`config.mk`:
```
export PLATFORM = sky130hd
export DESIGN_NAME = flash_read_accel
export DESIGN_NICKNAME = d
export VERILOG_FILES = /design/src/rtl/flash_read_accel.sv
export SDC_FILE = /design/constraint.sdc
export NUM_CORES = 1
export LEC_CHECK = 0
export BUFFER_PORTS_ARGS = -buffer_cell sky130_fd_sc_hd__buf_2
export CELL_PAD_IN_SITES_DETAIL_PLACEMENT = 1
export CELL_PAD_IN_SITES_GLOBAL_PLACEMENT = 2
export CORE_MARGIN = 8
export CORE_UTILIZATION = 35
export CTS_CLUSTER_DIAMETER = 100
export DETAILED_ROUTE_END_ITERATION = 6
export GPL_TIMING_DRIVEN = 0
export HOLD_SLACK_MARGIN = 0.12
export PLACE_DENSITY_LB_ADDON = 0.1
export SETUP_SLACK_MARGIN = 0.1
export SLEW_MARGIN = 20
export SYNTH_ARGS = -nofsm -noshare
export SYNTH_HDL_FRONTEND = slang
export SYNTH_SLANG_ARGS = --single-unit
```
`constraint.sdc`:
```
create_clock -name clk -period 16.8 [get_ports clk]
set_input_delay 0.84 -clock clk [delete_from_list [all_inputs] [get_ports clk]]
set_output_delay 0.84 -clock clk [all_outputs]
set_load 0.005 [all_outputs]
```
`src/rtl/flash_read_accel.sv`:
```
module flash_read_accel #(
  parameter int AW  = 16,
  parameter int WW  = 32,
  parameter int WPL = 4
) (
  input  logic                 clk,
  input  logic                 rst_n,
  input  logic                 cfg_wr,
  input  logic                 cfg_sel,
  input  logic [2:0]           cfg_wdata,
  output logic [1:0]           cfg_mode,
  output logic [2:0]           cfg_time,
  input  logic                 cpu_req,
  input  logic [AW-1:0]        cpu_addr,
  input  logic                 cpu_instr,
  input  logic                 cpu_seq,
  output logic [WW-1:0]        cpu_rdata,
  output logic                 cpu_wait,
  output logic                 fl_req,
  output logic [AW-$clog2(WW*WPL/8)-1:0] fl_addr,
  input  logic [WW*WPL-1:0]    fl_rdata,
  input  logic                 pe_start,
  input  logic                 fl_busy
);
  localparam int LINEW = WW * WPL;
  localparam int BL    = $clog2(WW / 8);
  localparam int OFS   = $clog2(LINEW / 8);
  localparam int WS    = $clog2(WPL);
  localparam int LW    = AW - OFS;
  localparam int NB    = 3;

  logic [1:0]       mode;
  logic [2:0]       tim;
  logic [NB-1:0]    bv;
  logic [LW-1:0]    btag [NB];
  logic [LINEW-1:0] bdat [NB];
  logic             plat_v;
  logic [LW-1:0]    plat_tag;
  logic [LINEW-1:0] plat_dat;
  logic             eng_busy, eng_pf;
  logic [2:0]       eng_cnt;
  logic [LW-1:0]    eng_line;
  logic             cur_v;
  logic [LW-1:0]    cur_line;

  wire [LW-1:0] rline = cpu_addr[AW-1:OFS];
  wire [WS-1:0] rword = cpu_addr[OFS-1:BL];
  wire [LW-1:0] tgt   = cur_line + LW'(1);

  wire full  = (mode == 2'b10);
  wire part  = (mode == 2'b01);
  wire qual  = full || (part && cpu_instr && cpu_seq);

  logic [NB-1:0] hit, thit;
  for (genvar b = 0; b < NB; b++) begin : g_cmp
    assign hit[b]  = bv[b] && (btag[b] == rline);
    assign thit[b] = bv[b] && (btag[b] == tgt);
  end

  wire ibuf      = qual && cpu_instr && (hit[0] || hit[1]);
  wire dbuf      = full && !cpu_instr && hit[2];
  wire plat_hit  = qual && cpu_instr && plat_v && (plat_tag == rline);
  wire eng_done  = eng_busy && (eng_cnt == 3'd1);
  wire eng_match = eng_busy && (eng_line == rline) && (!eng_pf || (qual && cpu_instr));
  wire go        = cpu_req && !fl_busy;
  wire serve     = go && (ibuf || dbuf || plat_hit || (eng_match && eng_done));
  wire launch_dem = go && !(ibuf || dbuf || plat_hit || eng_match);
  wire tgt_have  = thit[0] || thit[1] || (plat_v && plat_tag == tgt);
  wire launch_pf = (full || part) && !fl_busy && !eng_busy && cur_v && !tgt_have && !launch_dem;

  wire mode_wr = cfg_wr && !cfg_sel && (cfg_wdata[1:0] != 2'b11);
  wire time_wr = cfg_wr && cfg_sel && (cfg_wdata != 3'd0);
  wire inval   = pe_start || mode_wr;

  wire fill_en = serve && !(ibuf || dbuf);
  wire [1:0] fill_idx = (plat_hit || (cpu_instr && (cpu_seq || eng_pf))) ? 2'd0 :
                        cpu_instr ? 2'd1 : 2'd2;
  wire [LINEW-1:0] fill_dat = plat_hit ? plat_dat : fl_rdata;
  wire other_ifetch = cpu_req && cpu_instr;
  wire plat_drop = (other_ifetch && plat_v && plat_tag != rline) || (serve && plat_hit);
  wire plat_store = eng_done && eng_pf && !fl_busy && !(serve && eng_match) &&
                    !(other_ifetch && rline != eng_line);

  logic [LINEW-1:0] src;
  always_comb begin
    if (ibuf)          src = hit[0] ? bdat[0] : bdat[1];
    else if (dbuf)     src = bdat[2];
    else if (plat_hit) src = plat_dat;
    else               src = fl_rdata;
  end

  logic [WW-1:0] words [WPL];
  for (genvar g = 0; g < WPL; g++) begin : g_word
    assign words[g] = src[g*WW +: WW];
  end

  assign cpu_rdata = words[rword];
  assign cpu_wait  = cpu_req && !serve;
  assign fl_req    = eng_busy;
  assign fl_addr   = eng_line;
  assign cfg_mode  = mode;
  assign cfg_time  = tim;

  always_ff @(posedge clk) begin
    if (!rst_n) begin
      mode <= 2'b00;  tim <= 3'd7;
      bv <= '0;  plat_v <= 1'b0;  plat_tag <= '0;  plat_dat <= '0;
      eng_busy <= 1'b0;  eng_pf <= 1'b0;  eng_cnt <= '0;  eng_line <= '0;
      cur_v <= 1'b0;  cur_line <= '0;
      for (int b = 0; b < NB; b++) begin btag[b] <= '0; bdat[b] <= '0; end
    end else begin
      if (mode_wr) mode <= cfg_wdata[1:0];
      if (time_wr) tim  <= cfg_wdata;

      if (launch_dem) begin
        eng_busy <= 1'b1; eng_pf <= 1'b0; eng_cnt <= tim; eng_line <= rline;
      end else if (eng_done) begin
        eng_busy <= 1'b0;
      end else if (launch_pf) begin
        eng_busy <= 1'b1; eng_pf <= 1'b1; eng_cnt <= tim; eng_line <= tgt;
      end else if (eng_busy) begin
        eng_cnt <= eng_cnt - 3'd1;
      end

      if (plat_drop) plat_v <= 1'b0;
      if (plat_store) begin
        plat_v <= 1'b1; plat_tag <= eng_line; plat_dat <= fl_rdata;
      end

      if (fill_en) begin
        bv[fill_idx] <= 1'b1; btag[fill_idx] <= rline; bdat[fill_idx] <= fill_dat;
      end

      if (serve && cpu_instr) begin cur_v <= 1'b1; cur_line <= rline; end

      if (fl_busy) eng_busy <= 1'b0;
      if (inval) begin
        bv <= '0; plat_v <= 1'b0; cur_v <= 1'b0; eng_busy <= 1'b0;
      end
    end
  end

  p_aligned_r4: assert property (@(posedge clk) disable iff (!rst_n)
    cpu_req |-> cpu_addr[BL-1:0] == '0);

  p_off_from_flash_r3: assert property (@(posedge clk) disable iff (!rst_n)
    (mode == 2'b00 && cpu_req && !cpu_wait) |-> (fl_req && fl_addr == rline));

  p_off_no_readahead_r3: assert property (@(posedge clk) disable iff (!rst_n)
    (mode == 2'b00 && fl_req) |-> cpu_req);

  p_busy_holds_cpu_r13: assert property (@(posedge clk) disable iff (!rst_n)
    (cpu_req && fl_busy) |-> cpu_wait);

  p_busy_no_flash_r13: assert property (@(posedge clk) disable iff (!rst_n)
    fl_busy |=> !fl_req);

  p_inval_forces_wait_r12: assert property (@(posedge clk) disable iff (!rst_n)
    ($past(pe_start || (cfg_wr && !cfg_sel && cfg_wdata[1:0] != 2'b11)) && cpu_req) |-> cpu_wait);
endmodule

```
* Word level (Yosys, flattened, before mapping)
Memory sizes are Yosys's and may differ from the RTL's.
Index checks and enable logic that the tools add are counted.
** Cells by class
- Multiplexer cells :: 33
- Bitwise operators :: 4
- Shifts and indexed selects :: 0
- $add $sub $neg :: 2
- Order comparisons :: 3
- Reduce and logical (&&, ||, !) cells :: 84
- Equality and inequality tests :: 15
- $mul :: 0
- Divide/modulo/power cells :: 0
** Operators with widths (number)
- 2-to-1 mux 128 bit :: 5
- OR reduction 128 bit :: 1
- == test 12 bit :: 8
- binary-select mux 32 bit (select 2 bit) :: 1
- 2-to-1 mux 32 bit :: 2
- 2-to-1 mux 12 bit :: 4
- logical AND 1 bit :: 45
- != test 12 bit :: 2
- logical OR 1 bit :: 14
- adder 12 x 1 -> 12 bit, second input constant :: 1
- logical NOT 1 bit :: 12
- 2-to-1 mux 1 bit :: 12
- 2-to-1 mux 3 bit :: 4
- OR reduction 12 bit :: 1
- nonzero test 3 bit :: 3
- 2-to-1 mux 2 bit :: 4
- AND reduction 2 bit :: 3
- nonzero test 2 bit :: 2
- OR reduction 2 bit :: 2
- == test 3 x 1 -> 1 bit, second input constant :: 1
- >= comparator 3 bit, second input constant :: 1
- less-than comparator 2 x 3 -> 1 bit, second input constant :: 1
- inverter 2 -> 3 bit :: 1
- OR 3 bit :: 1
- 9 further kinds :: 10
** Word-level totals
- Memory bits (read-only) :: 0
- Bits in registers :: 179
- Bits in latches :: 0
- Output and inout bits :: 51
- Memories kept :: 2
- Input bits :: 156
- Logic and storage cells :: 155
- Memory bits (writable) :: 420
** Memory list
- bdat :: depth 3, width 128, rd ports 3, clocked after memory_dff 0, write ports 3, line 36 : logic [LINEW-1:0] bdat [NB];
- btag :: depth 3, width 12, rd ports 3, clocked after memory_dff 0, write ports 3, line 35 : logic [LW-1:0] btag [NB];

* Depth between registers and ports, before layout
- Depth in word-level cells :: 16
- Mapped depth :: 13
- Depth with buffers taken out :: 10

* Worst setup path after synthesis
Ideal clock, no wire load.
- Kind :: input to register
- Start :: in cpu_addr[10]
- End :: mem bdat[1][0] (netlist name), enable pin
- Setup slack :: 10.674 ns
- Stages :: 11
- Library setup time :: 1.192 ns
- Data arrival time :: 4.934 ns
- Buffers on the path :: 5
- Data required time :: 15.608 ns
- Path through :: buf_2 -> xnor2_1 -> nand4_1 -> nor4_2 -> nand2_1 -> buf_2 -> buf_2 -> buf_2 -> buf_2 -> nand3_1 -> nand2_1
** RTL lines
- from (decl) :: line 14 : input logic [AW-1:0] cpu_addr,
- to (decl) :: line 36

* Worst setup path in the final report
- Start :: in cpu_addr[9]
- End :: out cpu_rdata[12]
** On the way
- Longest elaborated chain between the ends :: 8
- Elaborated cells on any way between the ends :: 18
- Classes of those cells :: eq/ne: 4; mux: 7; reduce/logical: 7
** Ends and longest elaborated chain
- == test 12 bit (on tied branches) :: line 62, 56
- logical AND 1 bit (on tied branches) :: line 62, 56
- 2-to-1 mux 128 bit (tied with other cells) :: line 88 : else if (plat_hit) src = plat_dat;
- 2-to-1 mux 128 bit or logical AND 1 bit (tied branches) :: line 87, 60
- 2-to-1 mux 128 bit (*) :: line 86 : if (ibuf) src = hit[0] ? bdat[0] : bdat[1];
- binary-select mux 32 bit (select 2 bit) (*) :: line 97 : assign cpu_rdata = words[rword];
- 2-to-1 mux 32 bit (not written as such) (*) (2 in a row) :: line 97
- to (decl) :: line 17 : output logic [WW-1:0] cpu_rdata,
Mark *: on every way between the ends. The rest lies on a longest branch, timed or not. The select of a mux whose other input is x is not followed.

==> run_results.csv <==
group,metric,value,unit
final_layout,drive_above_1_share,17.1,%
timing,post-route-min-period,5.99,ns
routing,dr.pass1.iters,5,
cts,cts_resized,0,
worst_setup_path,path_class,"in2out",
floorplanning,initial_core_util,35.3,%
timing,finalSetupTns,0,ns
final_layout,fin_area,33800,um^2
routing,drt_iter0_markers,1762,
floorplanning,dieArea,92100,um^2
cts,cts_tree,"done",
cts,root_buffer,"clkbuf_16",
cts,insertion_delay,0.62,ns
synth,synthTopCellsByArea,"edfxtp_1 (44%), dfxtp_1 (12%), mux2i_1 (11%)",
synth,ys_ff_latch,599,
cts,hold_buffers,0,
synth,syn-instance-count,2485,
synth,ys_seq_area_share,56.0,%
routing,drcViolationCount,0,
timing,tightest_slew,1.16,ns
placement,hpwl,84900,um
worst_hold_path,whs_path_depth,2,
worst_setup_path,arrival,5.15,ns
cts,htree_levels,3,
synth,synth_area_leader_cell,"edfxtp_1",
timing,max_clock_freq,167,MHz
routing,drtAntennaViolNets,0,
synth,synth_common_cells,"nor2_1 (616), edfxtp_1 (420), mux2i_1 (316), dfxtp_1 (179), clkbuf_1 (125)",
synth,yosys_warnings,0,
worst_setup_path,endpoint_kind,"output pin",
cts,clkTransAtPathRegs,0.06,ns
placement,dpl-instance-area,31500,um^2
worst_hold_path,hold_start,"bv[2]",
job,drv_cap,0,
power,ir_drop,0.0717,mV
placement,gp_congestion,0.835,
timing,finalHoldViolCount,0,
worst_hold_path,hold_end,"bv[2]",
final_layout,syn_to_final_growth,16.8,%
synth,syn-cell-area,28900,um^2
timing,finalCritPeriodShare,35.7,%
worst_setup_path,r2r-start,"cfg_mode[0]",
routing,dr_total_vias,21600,
cts,clock_sinks,599,
floorplanning,die_h,304,um
timing,setup_viol,0,
routing,wl,115000,um
timing,drv_slew,0,
routing,wl_per_cell,29.5,um
power,power_density,102,nW/um^2
synth,synth-edff-count,420,
synth,synth.most_common_cell,"nor2_1",
worst_setup_path,path_max_fanout,10,
grt,grt_pass1_vias,22600,
grt,grt_start_max_net_pins,52,
timing,slew_headroom,22.9,%
power,power_leakage,13.3,nW
synth,avgSynthCellArea,11.6,um^2
worst_setup_path,r2r_cells,13,
final_layout,nNetsFinal,2917,
floorplanning,rows,105,
grt,grt_util_all_layers,24.5,%
cts,cts_buffers,72,
synth,synth_top_area_share,43.6,%
floorplanning,coreArea,82000,um^2
floorplanning,num_io_pins,207,
cts,clk_path_buf_depth,3,
synth,synth_nets,2646,
floorplanning,dieWidth,304,um
worst_setup_path,regToRegSetupSlack,11.63,ns
placement,port_buffers,189,
worst_setup_path,critPathLaunchType,"input port",
routing,via_per_inst,5.56,
final_layout,antenna_cells,0,
worst_setup_path,rr_endpoint,"bdat[1][4]",
cts,postCtsSetupRepairBufs,0,
synth,synthFlopType,"edfxtp_1",
run_status,status,"finished, final reports clean",
timing,fin_worst_skew,0.0335,ns
grt,overflow,0,
grt,antenna_found_initial,5,
worst_hold_path,worst_hold_path_type,"reg2reg",
grt,grt_pass1_wl,163000,um
worst_setup_path,required,15.96,ns
synth,synth_cell_type_count,68,
synth,synthArstFlopShare,0,%
timing,rsz0062_at_grt,"no",
## sequential cells by signal (all words and copies together) (netlist names), 2 cells and up
name / count
bdat: 384
plat_dat: 128
btag: 36
cur_line: 12
fl_addr: 12
plat_tag: 12
bv: 3
cfg_time: 3
eng_cnt: 3
cfg_mode: 2
## routing by layer
metal | share of wire [%] | GRT usage [%] | up-vias | wire length [um]
li1 | - | - | 9520 | -
met1 | 43 | 32.6 | 11300 | 49700
met2 | 49 | 42.0 | 584 | 56300
met3 | 5.2 | 3.85 | 145 | 5930
met4 | 2.3 | 5.52 | 4 | 2600
met5 | 0.024 | 0 | - | 27
## kinds of logic (layout without fill, tap and decap cells)
group | Yosys count | in the layout | synth area share, %
compound gates | 341 | 341 | 6.98
xor+xnor | 104 | 104 | 3.37
fa+ha+maj | 5 | 5 | 0.216
buf+inv | 219 | 546 | 3.21
flops | 599 | 599 | 56.0
mux | 413 | 413 | 18.4
simple gates | 804 | 804 | 11.8
## cell type report
class / count / area [um^2]
Fill cell: 8917 / 48200
Sequential cell: 599 / 16200
Multi-Input combinational cell: 1667 / 11800
Clock buffer: 94 / 1980
Tap cell: 1070 / 1340
Timing Repair Buffer: 197 / 1160
Buffer: 194 / 851
Clock inverter: 36 / 328
Inverter: 25 / 93.8
## power breakdown
group | switching [mW] | total (mW) | internal [mW]
Sequential | 0.0152 | 1.63 | 1.61
Clock | 0.644 | 1.56 | 0.921
Combinational | 0.171 | 0.256 | 0.0851
Total | 0.830 | 3.45 | 2.62
## layout by cell type, fill, tap and decap left out, drive strengths merged, types with 3 or more instances in the layout
| cell type | Yosys | layout |
|---|---|---|
| nor2 | 617 | 617 |
| edfxtp | 420 | 420 |
| mux2i | 316 | 316 |
| buf | 69 | 266 |
| clkbuf | 125 | 219 |
| dfxtp | 179 | 179 |
| o21ai | 125 | 125 |
| a21oi | 111 | 111 |
| mux4 | 96 | 96 |
| xnor2 | 68 | 68 |
| nand2 | 44 | 44 |
| and2 | 38 | 38 |
| xor2 | 32 | 32 |
| clkinv | 0 | 28 |
| inv | 25 | 27 |
| a211oi | 21 | 21 |
| nand3 | 20 | 20 |
| o21a | 19 | 19 |
| nand4 | 17 | 17 |
| nor3 | 16 | 16 |
| o32ai | 15 | 15 |
| a21o | 14 | 14 |
| o311ai | 12 | 12 |
| or4 | 11 | 11 |
| nor4 | 8 | 8 |
| bufinv | 0 | 6 |
| nand2b | 5 | 5 |
| ha | 5 | 5 |
| nand3b | 4 | 4 |
| nor2b | 4 | 4 |
| and3 | 4 | 4 |
| or2 | 3 | 3 |
| and4 | 3 | 3 |
| a31oi | 3 | 3 |
| xnor3 | 3 | 3 |
| nor3b | 3 | 3 |
| o31ai | 3 | 3 |
## how the worst max path moves through the flow
stage | startpoint | endpoint | slack (ns) | depth (start not counted)
floorplan | cpu_addr[10] | bdat[1][0] | 10.67 | 11
global placement | cpu_addr[10] | bdat[1][100] | 7.10 | 11
detailed placement | cpu_addr[9] | cpu_rdata[12] | 10.86 | 11
CTS | cpu_addr[9] | cpu_rdata[12] | 10.82 | 11
global route | cpu_addr[7] | cpu_rdata[12] | 10.57 | 11
finish | cpu_addr[9] | cpu_rdata[12] | 10.81 | 11
## through the flow
step | instances | power, mW | hold slack (ns) | utilization (%) | worst slack [ns]
6_report | 3882 | 3.45 | 0.451 | 41.2 | 10.81
5_1_grt | 3882 | 3.54 | 0.473 | 41.2 | 10.57
4_1_cts | 3882 | 3.47 | 0.453 | 41.2 | 10.82
2_1_floorplan | 2485 | 1.78 | 0.426 | - | 10.67
3_5_place_dp | 3752 | 1.92 | 0.444 | 38.4 | 10.86
3_3_place_gp | 3744 | 1.92 | 0.434 | 38.1 | 7.10
## worst max-delay path: stages
cell,delay [ns]
buf_2,0.32
xor2_1,0.12
nor4_1,0.50
nand4_1,0.68
or2_2,0.62
clkbuf_1,0.40
o21ai_0,0.28
a21oi_1,0.13
o21a_1,0.28
a211oi_1,0.70
buf_2,0.26
Note: power is estimated with default switching activity, not from simulation.
